==> config.mk <==
export PLATFORM = sky130hd
export DESIGN_NAME = eprom_cmd_seq
export DESIGN_NICKNAME = d
export VERILOG_FILES = /design/src/rtl/eprom_seq_pkg.sv /design/src/rtl/eprom_crc8.sv /design/src/rtl/eprom_addr_step.sv /design/src/rtl/eprom_cmd_seq.sv
export SDC_FILE = /design/constraint.sdc
export NUM_CORES = 1
export LEC_CHECK = 0
export BUFFER_PORTS_ARGS = -buffer_cell sky130_fd_sc_hd__buf_2
export CAP_MARGIN = 5
export CORE_MARGIN = 4
export CORE_UTILIZATION = 45
export CTS_BUF_LIST = sky130_fd_sc_hd__clkbuf_8
export CTS_CLUSTER_DIAMETER = 100
export DETAILED_ROUTE_END_ITERATION = 16
export HOLD_SLACK_MARGIN = 0.02
export MAX_ROUTING_LAYER = met4
export PLACE_DENSITY_LB_ADDON = 0.2
export SLEW_MARGIN = 15
export SYNTH_ARGS = -nofsm -noshare
export SYNTH_HDL_FRONTEND = slang
export SYNTH_SLANG_ARGS = --single-unit
==> constraint.sdc <==
create_clock -name clk -period 2.15 [get_ports clk]
set_input_delay 0.1075 -clock clk [delete_from_list [all_inputs] [get_ports clk]]
set_output_delay 0.1075 -clock clk [all_outputs]
set_load 0.02 [all_outputs]
==> src/rtl/eprom_seq_pkg.sv <==
package eprom_seq_pkg;

  typedef enum logic [7:0] {
    OP_RD_MEM  = 8'hF0,
    OP_RD_CRC  = 8'hC3,
    OP_WR_MEM  = 8'h0F,
    OP_RD_STAT = 8'hAA,
    OP_WR_STAT = 8'h55
  } opcode_e;

  typedef enum logic [2:0] {
    S_IDLE,
    S_ALO,
    S_AHI,
    S_READ,
    S_CRC,
    S_WRITE,
    S_DONE
  } seq_state_e;

  // One byte through the reflected CRC-8 (x^8+x^5+x^4+1), LSB first.
  function automatic logic [7:0] crc8_byte(input logic [7:0] c, input logic [7:0] d);
    logic [7:0] r;
    r = c;
    for (int i = 0; i < 8; i++) begin
      if (r[0] ^ d[i]) r = (r >> 1) ^ 8'h8C;
      else             r = r >> 1;
    end
    return r;
  endfunction

endpackage

==> src/rtl/eprom_crc8.sv <==
module eprom_crc8
  import eprom_seq_pkg::*;
#(
  parameter int DW = 8
) (
  input  logic          clk,
  input  logic          rst_n,
  input  logic          clear,
  input  logic          upd,
  input  logic [DW-1:0] din,
  output logic [DW-1:0] crc
);

  always_ff @(posedge clk) begin
    if (!rst_n)     crc <= '0;
    else if (clear) crc <= '0;
    else if (upd)   crc <= crc8_byte(crc, din);
  end

  // A span restart leaves a zero accumulator for the next data byte.
  assert_crc_clear_R7: assert property (@(posedge clk) disable iff (!rst_n)
    clear |=> (crc == '0));

  // Without an update or clear the accumulator does not drift.
  assert_crc_hold_R7: assert property (@(posedge clk) disable iff (!rst_n)
    (!clear && !upd) |=> $stable(crc));

endmodule

==> src/rtl/eprom_addr_step.sv <==
module eprom_addr_step #(
  parameter int EXT_AW   = 16,
  parameter int FIELD_AW = 7,
  parameter int PAGE_AW  = 5,
  parameter int STAT_AW  = 3
) (
  input  logic                clk,
  input  logic                rst_n,
  input  logic                load_lo,
  input  logic                load_hi,
  input  logic [7:0]          din,
  input  logic                step,
  output logic [EXT_AW-1:0]   ext_addr,
  output logic [FIELD_AW-1:0] field_addr,
  output logic [STAT_AW-1:0]  stat_addr,
  output logic                at_top,
  output logic                page_last,
  output logic                field_last,
  output logic                stat_last
);

  localparam int HI_W = EXT_AW - 8;

  always_ff @(posedge clk) begin
    if (!rst_n)                ext_addr <= '0;
    else if (load_lo)          ext_addr[7:0] <= din;
    else if (load_hi)          ext_addr[EXT_AW-1:8] <= din[HI_W-1:0];
    else if (step && !at_top)  ext_addr <= ext_addr + 1'b1;
  end

  // Masking is a truncation of the external pointer.
  assign field_addr = ext_addr[FIELD_AW-1:0];
  assign stat_addr  = ext_addr[STAT_AW-1:0];
  assign at_top     = &ext_addr;
  assign page_last  = &ext_addr[PAGE_AW-1:0];
  assign field_last = &ext_addr[FIELD_AW-1:0];
  assign stat_last  = &ext_addr[STAT_AW-1:0];

  assert_step_inc_R3: assert property (@(posedge clk) disable iff (!rst_n)
    (step && !at_top && !load_lo && !load_hi) |=> (ext_addr == $past(ext_addr) + 1'b1));

  assert_top_hold_R9: assert property (@(posedge clk) disable iff (!rst_n)
    (at_top && !load_lo && !load_hi) |=> $stable(ext_addr));

endmodule

==> src/rtl/eprom_cmd_seq.sv <==
module eprom_cmd_seq
  import eprom_seq_pkg::*;
#(
  parameter int EXT_AW   = 16,
  parameter int FIELD_AW = 7,
  parameter int PAGE_AW  = 5,
  parameter int STAT_AW  = 3,
  parameter int DW       = 8
) (
  input  logic                clk,
  input  logic                rst_n,
  input  logic                bus_reset,
  input  logic                rx_valid,
  output logic                rx_ready,
  input  logic [DW-1:0]       rx_data,
  output logic                tx_valid,
  input  logic                tx_ready,
  output logic [DW-1:0]       tx_data,
  output logic [FIELD_AW-1:0] mem_addr,
  output logic                mem_sel,
  output logic                mem_we,
  output logic [DW-1:0]       mem_wdata,
  input  logic [DW-1:0]       mem_rdata
);

  localparam logic [EXT_AW-1:0] ADDR_MASK = EXT_AW'((1 << FIELD_AW) - 1);
  localparam logic [7:0]        MASK_LO   = ADDR_MASK[7:0];
  localparam logic [7:0]        MASK_HI   = 8'(ADDR_MASK >> 8);

  seq_state_e st, st_nx;
  opcode_e    op_q;

  logic rx_fire, tx_fire, op_ok, is_wr, is_stat, crc_due;
  logic load_lo, load_hi, step;
  logic crc_clr, crc_upd;
  logic [DW-1:0] crc_din, crc_q;
  logic [EXT_AW-1:0]   ext_addr;
  logic [FIELD_AW-1:0] field_addr;
  logic [STAT_AW-1:0]  stat_addr;
  logic at_top, page_last, field_last, stat_last;

  // ---------------- command decode ----------------
  always_comb begin
    case (rx_data)
      8'hF0, 8'hC3, 8'h0F, 8'hAA, 8'h55: op_ok = 1'b1;
      default:                           op_ok = 1'b0;
    endcase
  end

  assign is_wr   = (op_q == OP_WR_MEM) || (op_q == OP_WR_STAT);
  assign is_stat = (op_q == OP_RD_STAT) || (op_q == OP_WR_STAT);

  always_comb begin
    case (op_q)
      OP_RD_MEM:  crc_due = field_last;
      OP_RD_CRC:  crc_due = page_last;
      OP_RD_STAT: crc_due = stat_last;
      default:    crc_due = 1'b0;
    endcase
  end

  // ---------------- handshakes ----------------
  assign rx_ready = !bus_reset &&
                    (st == S_IDLE || st == S_ALO || st == S_AHI || st == S_WRITE);
  assign tx_valid = !bus_reset && (st == S_READ || st == S_CRC);
  assign rx_fire  = rx_valid && rx_ready;
  assign tx_fire  = tx_valid && tx_ready;

  assign tx_data   = (st == S_CRC) ? crc_q : mem_rdata;
  assign mem_we    = rx_fire && (st == S_WRITE);
  assign mem_wdata = rx_data;
  assign mem_sel   = is_stat;
  assign mem_addr  = is_stat ? FIELD_AW'(stat_addr) : field_addr;

  // ---------------- pointer control ----------------
  assign load_lo = rx_fire && (st == S_ALO);
  assign load_hi = rx_fire && (st == S_AHI);
  assign step    = mem_we ||
                   (tx_fire && ((st == S_READ && !crc_due) || st == S_CRC));

  eprom_addr_step #(
    .EXT_AW  (EXT_AW),
    .FIELD_AW(FIELD_AW),
    .PAGE_AW (PAGE_AW),
    .STAT_AW (STAT_AW)
  ) u_addr (
    .clk       (clk),
    .rst_n     (rst_n),
    .load_lo   (load_lo),
    .load_hi   (load_hi),
    .din       (rx_data),
    .step      (step),
    .ext_addr  (ext_addr),
    .field_addr(field_addr),
    .stat_addr (stat_addr),
    .at_top    (at_top),
    .page_last (page_last),
    .field_last(field_last),
    .stat_last (stat_last)
  );

  // ---------------- CRC span control ----------------
  assign crc_clr = bus_reset || (tx_fire && st == S_CRC);

  always_comb begin
    crc_upd = 1'b0;
    crc_din = tx_data;
    case (st)
      S_IDLE: begin crc_upd = rx_fire && op_ok; crc_din = rx_data;           end
      S_ALO:  begin crc_upd = rx_fire;          crc_din = rx_data & MASK_LO; end
      S_AHI:  begin crc_upd = rx_fire;          crc_din = rx_data & MASK_HI; end
      S_READ: begin crc_upd = tx_fire;          crc_din = mem_rdata;         end
      default: ;
    endcase
  end

  eprom_crc8 #(.DW(DW)) u_crc (
    .clk  (clk),
    .rst_n(rst_n),
    .clear(crc_clr),
    .upd  (crc_upd),
    .din  (crc_din),
    .crc  (crc_q)
  );

  // ---------------- sequencer ----------------
  always_comb begin
    st_nx = st;
    case (st)
      S_IDLE:  if (rx_fire && op_ok) st_nx = S_ALO;
      S_ALO:   if (rx_fire) st_nx = S_AHI;
      S_AHI:   if (rx_fire) st_nx = is_wr ? S_WRITE : S_READ;
      S_READ:  if (tx_fire) begin
                 if (crc_due)     st_nx = S_CRC;
                 else if (at_top) st_nx = S_DONE;
               end
      S_CRC:   if (tx_fire) st_nx = at_top ? S_DONE : S_READ;
      S_WRITE: if (rx_fire && at_top) st_nx = S_DONE;
      default: st_nx = st;
    endcase
    if (bus_reset) st_nx = S_IDLE;
  end

  always_ff @(posedge clk) begin
    if (!rst_n) begin
      st   <= S_IDLE;
      op_q <= OP_RD_MEM;
    end else begin
      st <= st_nx;
      if (st == S_IDLE && rx_fire && op_ok) op_q <= opcode_e'(rx_data);
    end
  end

  // ---------------- assertions ----------------
  assert_abort_idle_R10: assert property (@(posedge clk) disable iff (!rst_n)
    bus_reset |=> (st == S_IDLE));

  assert_abort_quiet_R10: assert property (@(posedge clk) disable iff (!rst_n)
    bus_reset |-> (!mem_we && !tx_valid && !rx_ready));

  assert_tx_hold_R11: assert property (@(posedge clk) disable iff (!rst_n)
    (tx_valid && !tx_ready) |=> (bus_reset || (tx_valid && $stable(mem_addr) && $stable(st))));

  assert_one_direction_R12: assert property (@(posedge clk) disable iff (!rst_n)
    !(tx_valid && rx_ready));

  assert_write_handshake_R8: assert property (@(posedge clk) disable iff (!rst_n)
    mem_we |-> (rx_valid && rx_ready));

  assert_done_silent_R9: assert property (@(posedge clk) disable iff (!rst_n)
    (st == S_DONE) |-> (!tx_valid && !rx_ready));

endmodule

Word-level counts from Yosys, hierarchy flattened --
Cells that the tools add are included.
Operators by class: equality and inequality tests 23, muxes and demuxes 50, reductions and logical operators 42, add/sub/neg operators 1, bitwise gates (word level) 18
Operators with widths (count):
- $mux W8 | 33
- $eq A8 B8 Y1 const B | 6
- $pmux W8 S4 | 1
- $mux W3 | 10
- $not A2 Y3 | 8
- $pmux W3 S6 | 1
- $add A16 B1 Y16 const B | 1
- $eq A8 B4 Y1 const B | 2
- $eq A8 B7 Y1 const B | 2
- $mux W16 | 1
- $reduce_and A16 Y1 | 1
- $logic_and A1 B1 Y1 | 15
- $ne A2 B2 Y1 const B | 5
- $logic_or A1 B1 Y1 | 9
- $reduce_and A8 Y1 | 1
- $xor A1 B1 Y1 | 8
- $mux W7 | 1
- $reduce_and A7 Y1 | 1
- $eq A3 B2 Y1 const B | 2
- $eq A3 B3 Y1 const B | 2
- $pmux W1 S3 | 2
- $reduce_bool A6 Y1 | 1
- $reduce_or A2 Y1 | 3
- $reduce_and A5 Y1 | 1
- other kinds (11) | 17
Word-level totals: word-level logic and storage cells 139, input bits 21, output and inout port bits 27, bits in registers 35

Logic depth before layout (Yosys ltp) --
Gate-level depths: netlist (run 1).
depth in word-level cells 43, mapped depth 10, mapped depth without buffers 9

Cells and area by module --
From an unflattened synthesis (run 1), not the netlist that was laid out.
Second synthesis, totals: cells, all modules 364, area total of the unflattened synthesis 3074.2 µm²
Modules (own cells, without submodules):
- eprom_cmd_seq | instances 1, sequential area each 220.2 µm², area each 1307.5 µm², cells an instance 163
- eprom_addr_step | instances 1, sequential area each 320.3 µm², area each 1167.4 µm², cells an instance 148
- eprom_crc8 | instances 1, sequential area each 160.2 µm², area each 599.3 µm², cells an instance 53

Worst setup path after synthesis (run 1) --
Ideal clock, no wire load.
kind reg2reg, start point register u_addr.ext_addr[0], end point register u_addr.ext_addr[7], data required time 2.076 ns, library setup time 0.074 ns, buffers on the path 1, clock period less this slack 2.281 ns, data arrival time 2.207 ns, setup slack -0.131 ns, cell stages (with the launch flop) 11, path through dfxtp_1 -> ha_1 -> and3_1 -> ha_1 -> and4_1 -> o21ai_1 -> a21oi_2 -> nand2b_1 -> buf_2 -> or4_1 -> a31oi_1
Between the ends: cells in the longest elaborated chain, start to end 10, elaborated cells on any way between the ends 18, those cells by class add/sub: 1; mux: 4; reduce/logical: 13
Ends and longest elaborated chain:
- start: declaration | line eprom_addr_step.sv:13 | output logic [EXT_AW-1:0] ext_addr,
- start signal: assignment | line eprom_addr_step.sv:26 | else if (load_lo) ext_addr[7:0] <= din;
- start signal: indexed assignment | line eprom_addr_step.sv:27 | else if (load_hi) ext_addr[EXT_AW-1:8] <= din[HI_W-1:0];
- start signal: assignment | line eprom_addr_step.sv:28 | else if (step && !at_top) ext_addr <= ext_addr + 1'b1;
- branches (longest 10 deep; another with $add A16 B1 Y16)
Parallel ways; which one is timed is not known. The select of a mux whose other input is x is not followed. A chain may end at the register's enable or synchronous reset.

Worst setup path after layout (run 1) --
Ends and elaborated chain as after synthesis.

==> summary.txt, run 1 <==
Outcome
  – Status: complete, no violations

Floorplan
  – Rows: 28
  – Total core area: 6030 sq um
  – Die H: 87.3 microns
  – Starting Density: 0.470
  – Overall die width: 87.3 microns
  – IO Count: 48
  – Die Area: 7630 sq um

Final layout
  – Layout cells sized above 1: 0.323
  – Layout Nets: 460
  – Area delta synth->final: 27.7%
  – Core Util, Final: 0.600
  – N_diodes: 0
  – Post-route cell area: 3620 sq um

Timing
  – Post-route clock period utilization: 0.974
  – Setup TNS: 0 ns
  – WHS: 0.139 ns
  – Worst Skew: 0.0111 ns
  – Slew @ Worst Pin: 0.447 ns
  – Max Slew Vio Count: 0
  – Slew headroom: 0.701
  – RSZ-0062 raised after global routing: true
  – Max Fclk: 0.477 GHz
  – Setup violators final: 0
  – Final hold vios: 0
  – Final min period: 2.09 ns

Yosys
  – Top cells by count, synth: o21ai_0, dfxtp_1, nor2_1
  – Top FF cell, synth: dfxtp_1
  – Seq/Total Area, Yosys: 0.247
  – Syn_area_per_cell: 7.70 sq um
  – Cells after synthesis: 368
  – Synth top area cells: dfxtp_1, xnor2_1, o21ai_0, a21oi_1, buf_4
  – Async SR Flop Fraction: 0
  – Synth unique cells: 56
  – Syn Std Cell Area: 2830 sq um
  – Post-synth EDFFs: 0
  – Synthesized Nets: 392
  – Warnings from Yosys: 0
  – Cell with the most instances after synthesis: o21ai_0
  – Cell type with the highest aggregate area in the netlist: dfxtp_1
  – Synth top area share: 0.247
  – FF+latch count, synth: 35

Drt
  – 1st-pass router iterations: 4
  – Via count: 2,960
  – Number of vias per cell: 5.78
  – Wire length on met2: 4030 microns
  – DR iter-0 viols: 160
  – Drt drc: 0
  – Met3 WL: 396 microns
  – Top routing layer in use: met4
  – Routed Antenna Nets: 0
  – Avg WL per Cell: 16.4 microns
  – Detailed Route WL: 8420 microns
  – DRT met1 WL: 3830 microns

Global routing
  – Number of global-route vias before repair: 2,756
  – First-pass GRT wire length: 13,300 microns
  – Largest net degree at the start of global routing: 17
  – Initial antenna violation count: 0
  – Global route overflow: 0
  – GR Util All Layers: 0.223

Setup path
  – CP arrival: 2.32 ns
  – Worst Setup End Kind: flop
  – RR Startpoint: u_addr.ext_addr[0]
  – Worst Path Class, Setup: flop to flop
  – Setup crit start kind: flop
  – Worst endpoint required time: 2.37 ns
  – Worst setup path startpoint: u_addr.ext_addr[0]
  – CP Max Fanout: 6

Clocking
  – CTS root buf: clkbuf_8
  – Num CTS Buffers: 5
  – Clk sinks: 35
  – CTS tree: yes
  – H-Tree Level Count: 2
  – Clk slew on worst S/H paths: 0.08 ns
  – Clock insertion delay at the later pin of the skew report: 0.29 ns
  – Max Root-Sink Buffers: 2

Pwr
  – PwrDens: 420 nW/um^2
  – Peak VDD IR: 0.314 mV
  – Static leakage: 0.00151 uW

Place
  – GP Congestion: 0.907
  – IO buf count: 47
  – Dpl cell area: 3300 sq um
  – DP HPWL: 6180 microns

Hold path
  – Hold Crit Class: input port to flop
  – Hold Startpoint: rx_data[5]

Run
  – Max-cap violations: 0
==> power breakdown <==
part	leakage (uW)	switching [uW]	internal, uW
clock	0.0000612	257	376
combinational	0.00116	133	104
sequential	0.000285	1.57	648
total	0.00151	392	1130
==> metal layers <==
layer | vias to the layer above | track usage
li1 | 1459 | -
met1 | 1406 | 0.286
met2 | 79 | 0.364
met3 | 16 | 0.0312
met4 | 0 | 0.0669
met5 | - | -
==> what timing repair did <==
item / CTS / global route
endpoints found under the setup margin: 5 / 19
hold buffers: 0 / 0
buffers inserted: 3 / 4
pin swaps: 6 / 12
gates resized for setup: 6 / 22
==> area by class of cell <==
class | count | area [sq um]
well taps | 75 | 93.8
clock inverters | 2 | 35.0
flip-flops and latches | 35 | 709
repair buffers | 92 | 577
fillers | 562 | 2410
inverters | 11 | 41.3
multi-input cells | 291 | 2080
clock buffers | 6 | 82.6
==> final timing paths <==
check | to | slack, ns | cells past startpoint
max | u_addr.ext_addr[7] | 0.06 | 9
min | u_addr.ext_addr[5] | 0.14 | 3
max reg2reg | u_addr.ext_addr[7] | 0.06 | 9
min reg2reg | op_q[7] | 0.50 | 2
==> cells in the final DEF (no fill, tap or decap), types with 5 or more instances in the layout <==
cell	instances
buf_2	47
buf_4	44
o21ai_0	36
dfxtp_1	30
nor2_1	29
a21oi_1	27
xnor2_1	20
nand2_1	18
nand2b_1	11
mux2i_1	11
and3_1	11
nor3_1	10
inv_1	10
mux2_2	8
nor2b_1	8
xor2_1	7
nand3_1	6
clkbuf_8	6
o21a_1	5
==> through the flow <==
step,setup WS [ns],total power [uW],instances
2_1_floorplan,0.0192,803,368
6_report,0.0553,1520,512
5_1_grt,-0.0867,1570,512
3_5_place_dp,-0.0570,886,497
4_1_cts,0.00274,1520,508
3_3_place_gp,0.0153,884,497
==> kinds of logic after synthesis <==
family | count (synthesis) | share of synthesized area
AOI/OAI and AO/OA | 102 | 0.224
xor gates and xnor gates | 30 | 0.0976
adders and majority gates | 3 | 0.0133
buffers and inverters | 42 | 0.0795
DFF | 35 | 0.247
muxes | 19 | 0.0707
and+or+nand+nor | 137 | 0.267
==> state kept, by name, summed over array words and instances, names as in the netlist <==
| signal | cells |
|---|---|
| op_q | 8 |
| st | 3 |
| u_addr.ext_addr | 16 |
| u_crc.crc | 8 |
==> worst max-delay path: stages (launching register included) <==
cell and delay (ns):
dfxtp_2 0.34, ha_4 0.16, and3_4 0.18, ha_4 0.15, and4_1 0.17, o21ai_2 0.18, a21oi_4 0.12, nand2b_4 0.18
or4_1 0.39, a31oi_1 0.13
Power figures use the tool's default switching activity.
==> inputs of run 2 (changes only) <==
--- a/config.mk
+++ b/config.mk
@@ -18,4 +18,5 @@
 export SLEW_MARGIN = 15
 export SYNTH_ARGS = -nofsm -noshare
 export SYNTH_HDL_FRONTEND = slang
+export SYNTH_HIERARCHICAL = 1
 export SYNTH_SLANG_ARGS = --single-unit
==> summary.txt, run 2 <==
Pwr
  – Peak VDD IR: 0.316 mV (+0.52%)
  – Static leakage: 0.00175 uW (+16%)
  – PwrDens: 337 nW/um^2 (-20%)
  – Switch share: 0.286 (+0.0284)
  – Logic pwr share: 0.199 (+0.043)
  – Tot Pwr: 1410 uW (-7.3%)
  – Sequential Power Share: 0.459 (+0.032)
  – NetSw: 403 uW (+2.9%)
  – Power share of the clock group: 0.341 (-0.075)
  – Cell-internal power: 1010 uW (-11%)

Timing
  – Max Fclk: 0.434 GHz (-9.2%)
  – Slack of the critical path: -0.156 ns (-0.211 ns)
  – Slew headroom: 0.650 (-0.0512)
  – Max Slew Vio Count: 0 (unchanged)
  – RSZ-0062 raised after global routing: true
  – Post-route clock period utilization: 1.07 (+0.0983)
  – WHS: 0.204 ns (+0.0652 ns)
  – Setup violators final: 21 (+21)
  – Worst Skew: 0.00738 ns (-0.00369 ns)
  – Final min period: 2.31 ns (+0.211 ns)
  – Setup TNS: -1.27 ns (-1.27 ns)
  – Slew @ Worst Pin: 0.525 ns (+0.0778 ns)
  – Final hold vios: 0 (unchanged)

Setup path
  – Register-to-register setup slack: -0.16 ns (-0.21 ns)
  – Worst Setup End Kind: flop
  – Worst setup endpoint: u_crc/crc[2]
  – R2r worst-path depth: 9 (unchanged)
  – Reg2reg end: u_crc/crc[2]
  – CP arrival: 2.51 ns (+0.19 ns)
  – CP Max Fanout: 9 (+3)
  – Setup crit start kind: flop
  – RR Startpoint: st[1]
  – Worst setup path startpoint: st[1]
  – Worst endpoint required time: 2.35 ns (-0.02 ns)
  – Worst Path Class, Setup: flop to flop

Final layout
  – N_diodes: 0 (unchanged)
  – Layout cells sized above 1: 0.482 (+0.159)
  – Filler instances: 536 (-4.6%)
  – Area delta synth->final: 36.1%
  – Max reg flops: 16 (unchanged)
  – Biggest regs: u_addr/ext_addr (16), op_q (8), u_crc/crc (8)
  – Top reg by flops: u_addr/ext_addr
  – Most frequent cells in the layout: buf_4, buf_2, dfxtp_1
  – Most common cell after layout, fill and taps aside: buf_4
  – Layout Nets: 486 (+5.7%)

Place
  – IO buf count: 47 (unchanged)
  – GP Congestion: 0.894 (-1.5%)
  – Pre-CTS WS: -0.251 ns (-0.194 ns)
  – DP HPWL: 6630 microns (+7.3%)

Run
  – Max-cap violations: 0 (unchanged)

Yosys
  – Synth unique cells: 69 (+23%)
  – Async SR Flop Fraction: 0 (unchanged)
  – Cell with the most instances after synthesis: dfxtp_1
  – FF+latch count, synth: 35 (unchanged)
  – Synthesized Nets: 388 (-1.0%)
  – Synth top area cells: dfxtp_1, buf_4, xnor2_1, mux2_2, a21oi_1
  – Syn Std Cell Area: 3070 sq um (+8.5%)
  – Post-synth EDFFs: 0 (unchanged)
  – Warnings from Yosys: 6 (+6)
  – Seq/Total Area, Yosys: 0.228 (-0.0194)
  – Syn_area_per_cell: 8.45 sq um (+9.7%)
  – Top cells by count, synth: dfxtp_1, a21oi_1, nor2_1
  – Top FF cell, synth: dfxtp_1
  – Synth top area share: 0.228 (-0.0194)
  – Cells after synthesis: 364 (-1.1%)
  – Cell type with the highest aggregate area in the netlist: dfxtp_1

Hold path
  – Hold Crit Class: input port to flop

Global routing
  – Number of global-route vias before repair: 3,083 (+12%)
  – Initial antenna violation count: 0 (unchanged)
  – Largest net degree at the start of global routing: 34 (+17)
  – First-pass GRT wire length: 15,000 microns (+13%)
  – GR Util All Layers: 0.227 (+0.00415)
  – Global route overflow: 0 (unchanged)

Drt
  – Avg WL per Cell: 16.5 microns (about the same)
  – Routed Antenna Nets: 0 (unchanged)
  – Detailed Route WL: 8880 microns (+5.5%)
  – Number of vias per cell: 5.73 (-0.96%)
  – 1st-pass router iterations: 4 (unchanged)
  – Drt drc: 0 (unchanged)
  – DR iter-0 viols: 190 (+19%)
  – Via count: 3,092 (+4.5%)

Floorplan
  – Overall die width: 90.7 microns (+3.8%)
  – Rows: 29 (+3.6%)
  – Die H: 90.7 microns (+3.8%)
  – IO Count: 48 (unchanged)
  – Die Area: 8220 sq um (+7.7%)
  – Total core area: 6490 sq um (+7.8%)
  – Starting Density: 0.473 (+0.00322)

Clocking
  – Clk slew on worst S/H paths: 0.07 ns (about the same)
  – Hold_buf cts: 0 (unchanged)
  – Num CTS Buffers: 5 (unchanged)
  – Clock insertion delay at the later pin of the skew report: 0.29 ns (about the same)
  – CTS tree: yes
  – Clk sinks: 35 (unchanged)
  – CTS root buf: clkbuf_8
  – H-Tree Level Count: 2 (unchanged)
  – Max Root-Sink Buffers: 2 (unchanged)

Outcome
  – Status: finished, violations left
  – Failing checks: setup timing
==> run 2: cell count changes in the layout (fill, tap and decap cells not counted), sizes merged, moves of 6 or more <==
cell / delta
nor3: -7
nor2: -6
buf: +37
mux2: +8
nor4bb: +7
and2: +6
o21ai: -15
nor3b: -8
nor2b: +7
o22ai: +7
==> run 2: power groups by stage <==
stage | clock, uW | sequential [uW] | combinational (uW)
floorplan | 0 | 664 | 166
global placement | 0 | 664 | 246
detailed placement | 0 | 664 | 250
CTS | 493 | 647 | 278
global route | 520 | 647 | 300
finish | 481 | 647 | 281
==> run 2: per-layer routing <==
metal	vias up	wire length (microns)	GRT usage
li1	1528	-	-
met1	1450	4100	0.297
met2	103	4160	0.354
met3	11	503	0.0400
met4	0	119	0.0778
met5	-	0	-
==> run 2: cell type report <==
class                           instances  area (sq um)  share of cell area
Tap cell                               77          96.3              0.0230
Inverter                                8          30.0             0.00718
Multi-Input combinational cell        283          2370               0.566
Timing Repair Buffer                  129           890               0.213
Sequential cell                        35           716               0.171
Clock inverter                          3          15.0             0.00359
Clock buffer                            5          68.8              0.0165
==> run 2: worst min-delay path by stage <==
stage / to / slack, ns / cells past startpoint / from
floorplan: st[1] / 0.26 / 2 / rst_n
global placement: u_addr/ext_addr[12] / 0.48 / 2 / u_addr/ext_addr[12]
detailed placement: u_addr/ext_addr[12] / 0.48 / 2 / u_addr/ext_addr[12]
CTS: op_q[3] / 0.19 / 3 / rx_data[3]
global route: op_q[3] / 0.21 / 3 / rx_data[3]
finish: op_q[3] / 0.20 / 3 / rx_data[3]
==> run 2: kinds of logic after synthesis <==
family	after synthesis	synth area share
adders and majority gates	4	0.0155
muxes	25	0.0879
DFF	35	0.228
xor gates and xnor gates	29	0.118
AOI/OAI and AO/OA	106	0.239
buffers and inverters	46	0.0859
and+or+nand+nor	119	0.226
==> run 2: what timing repair did <==
item                                   4_1_cts  5_1_grt
buffers inserted                            12        3
endpoints found under the hold margin        0        0
gates resized for setup                     39       10
pin swaps                                   16       10
setup endpoints to repair                   23       26
==> run 2: critical path, stage by stage, from the launching register on <==
cell and delay, ns:
dfxtp_4 0.37, nand2b_1 0.18, buf_4 0.18, o21ai_1 0.18, a21oi_2 0.10, xnor2_2 0.17, xnor3_2 0.51, xnor2_2 0.22
xnor2_1 0.12, a211oi_2 0.20
==> run 2: metrics by stage <==
stage	utilization	instance area, sq um	std cells
2_1_floorplan	-	3200	364
3_3_place_gp	0.585	3800	517
3_5_place_dp	0.585	3800	517
4_1_cts	0.634	4120	537
5_1_grt	0.644	4180	540
6_report	0.644	4180	540
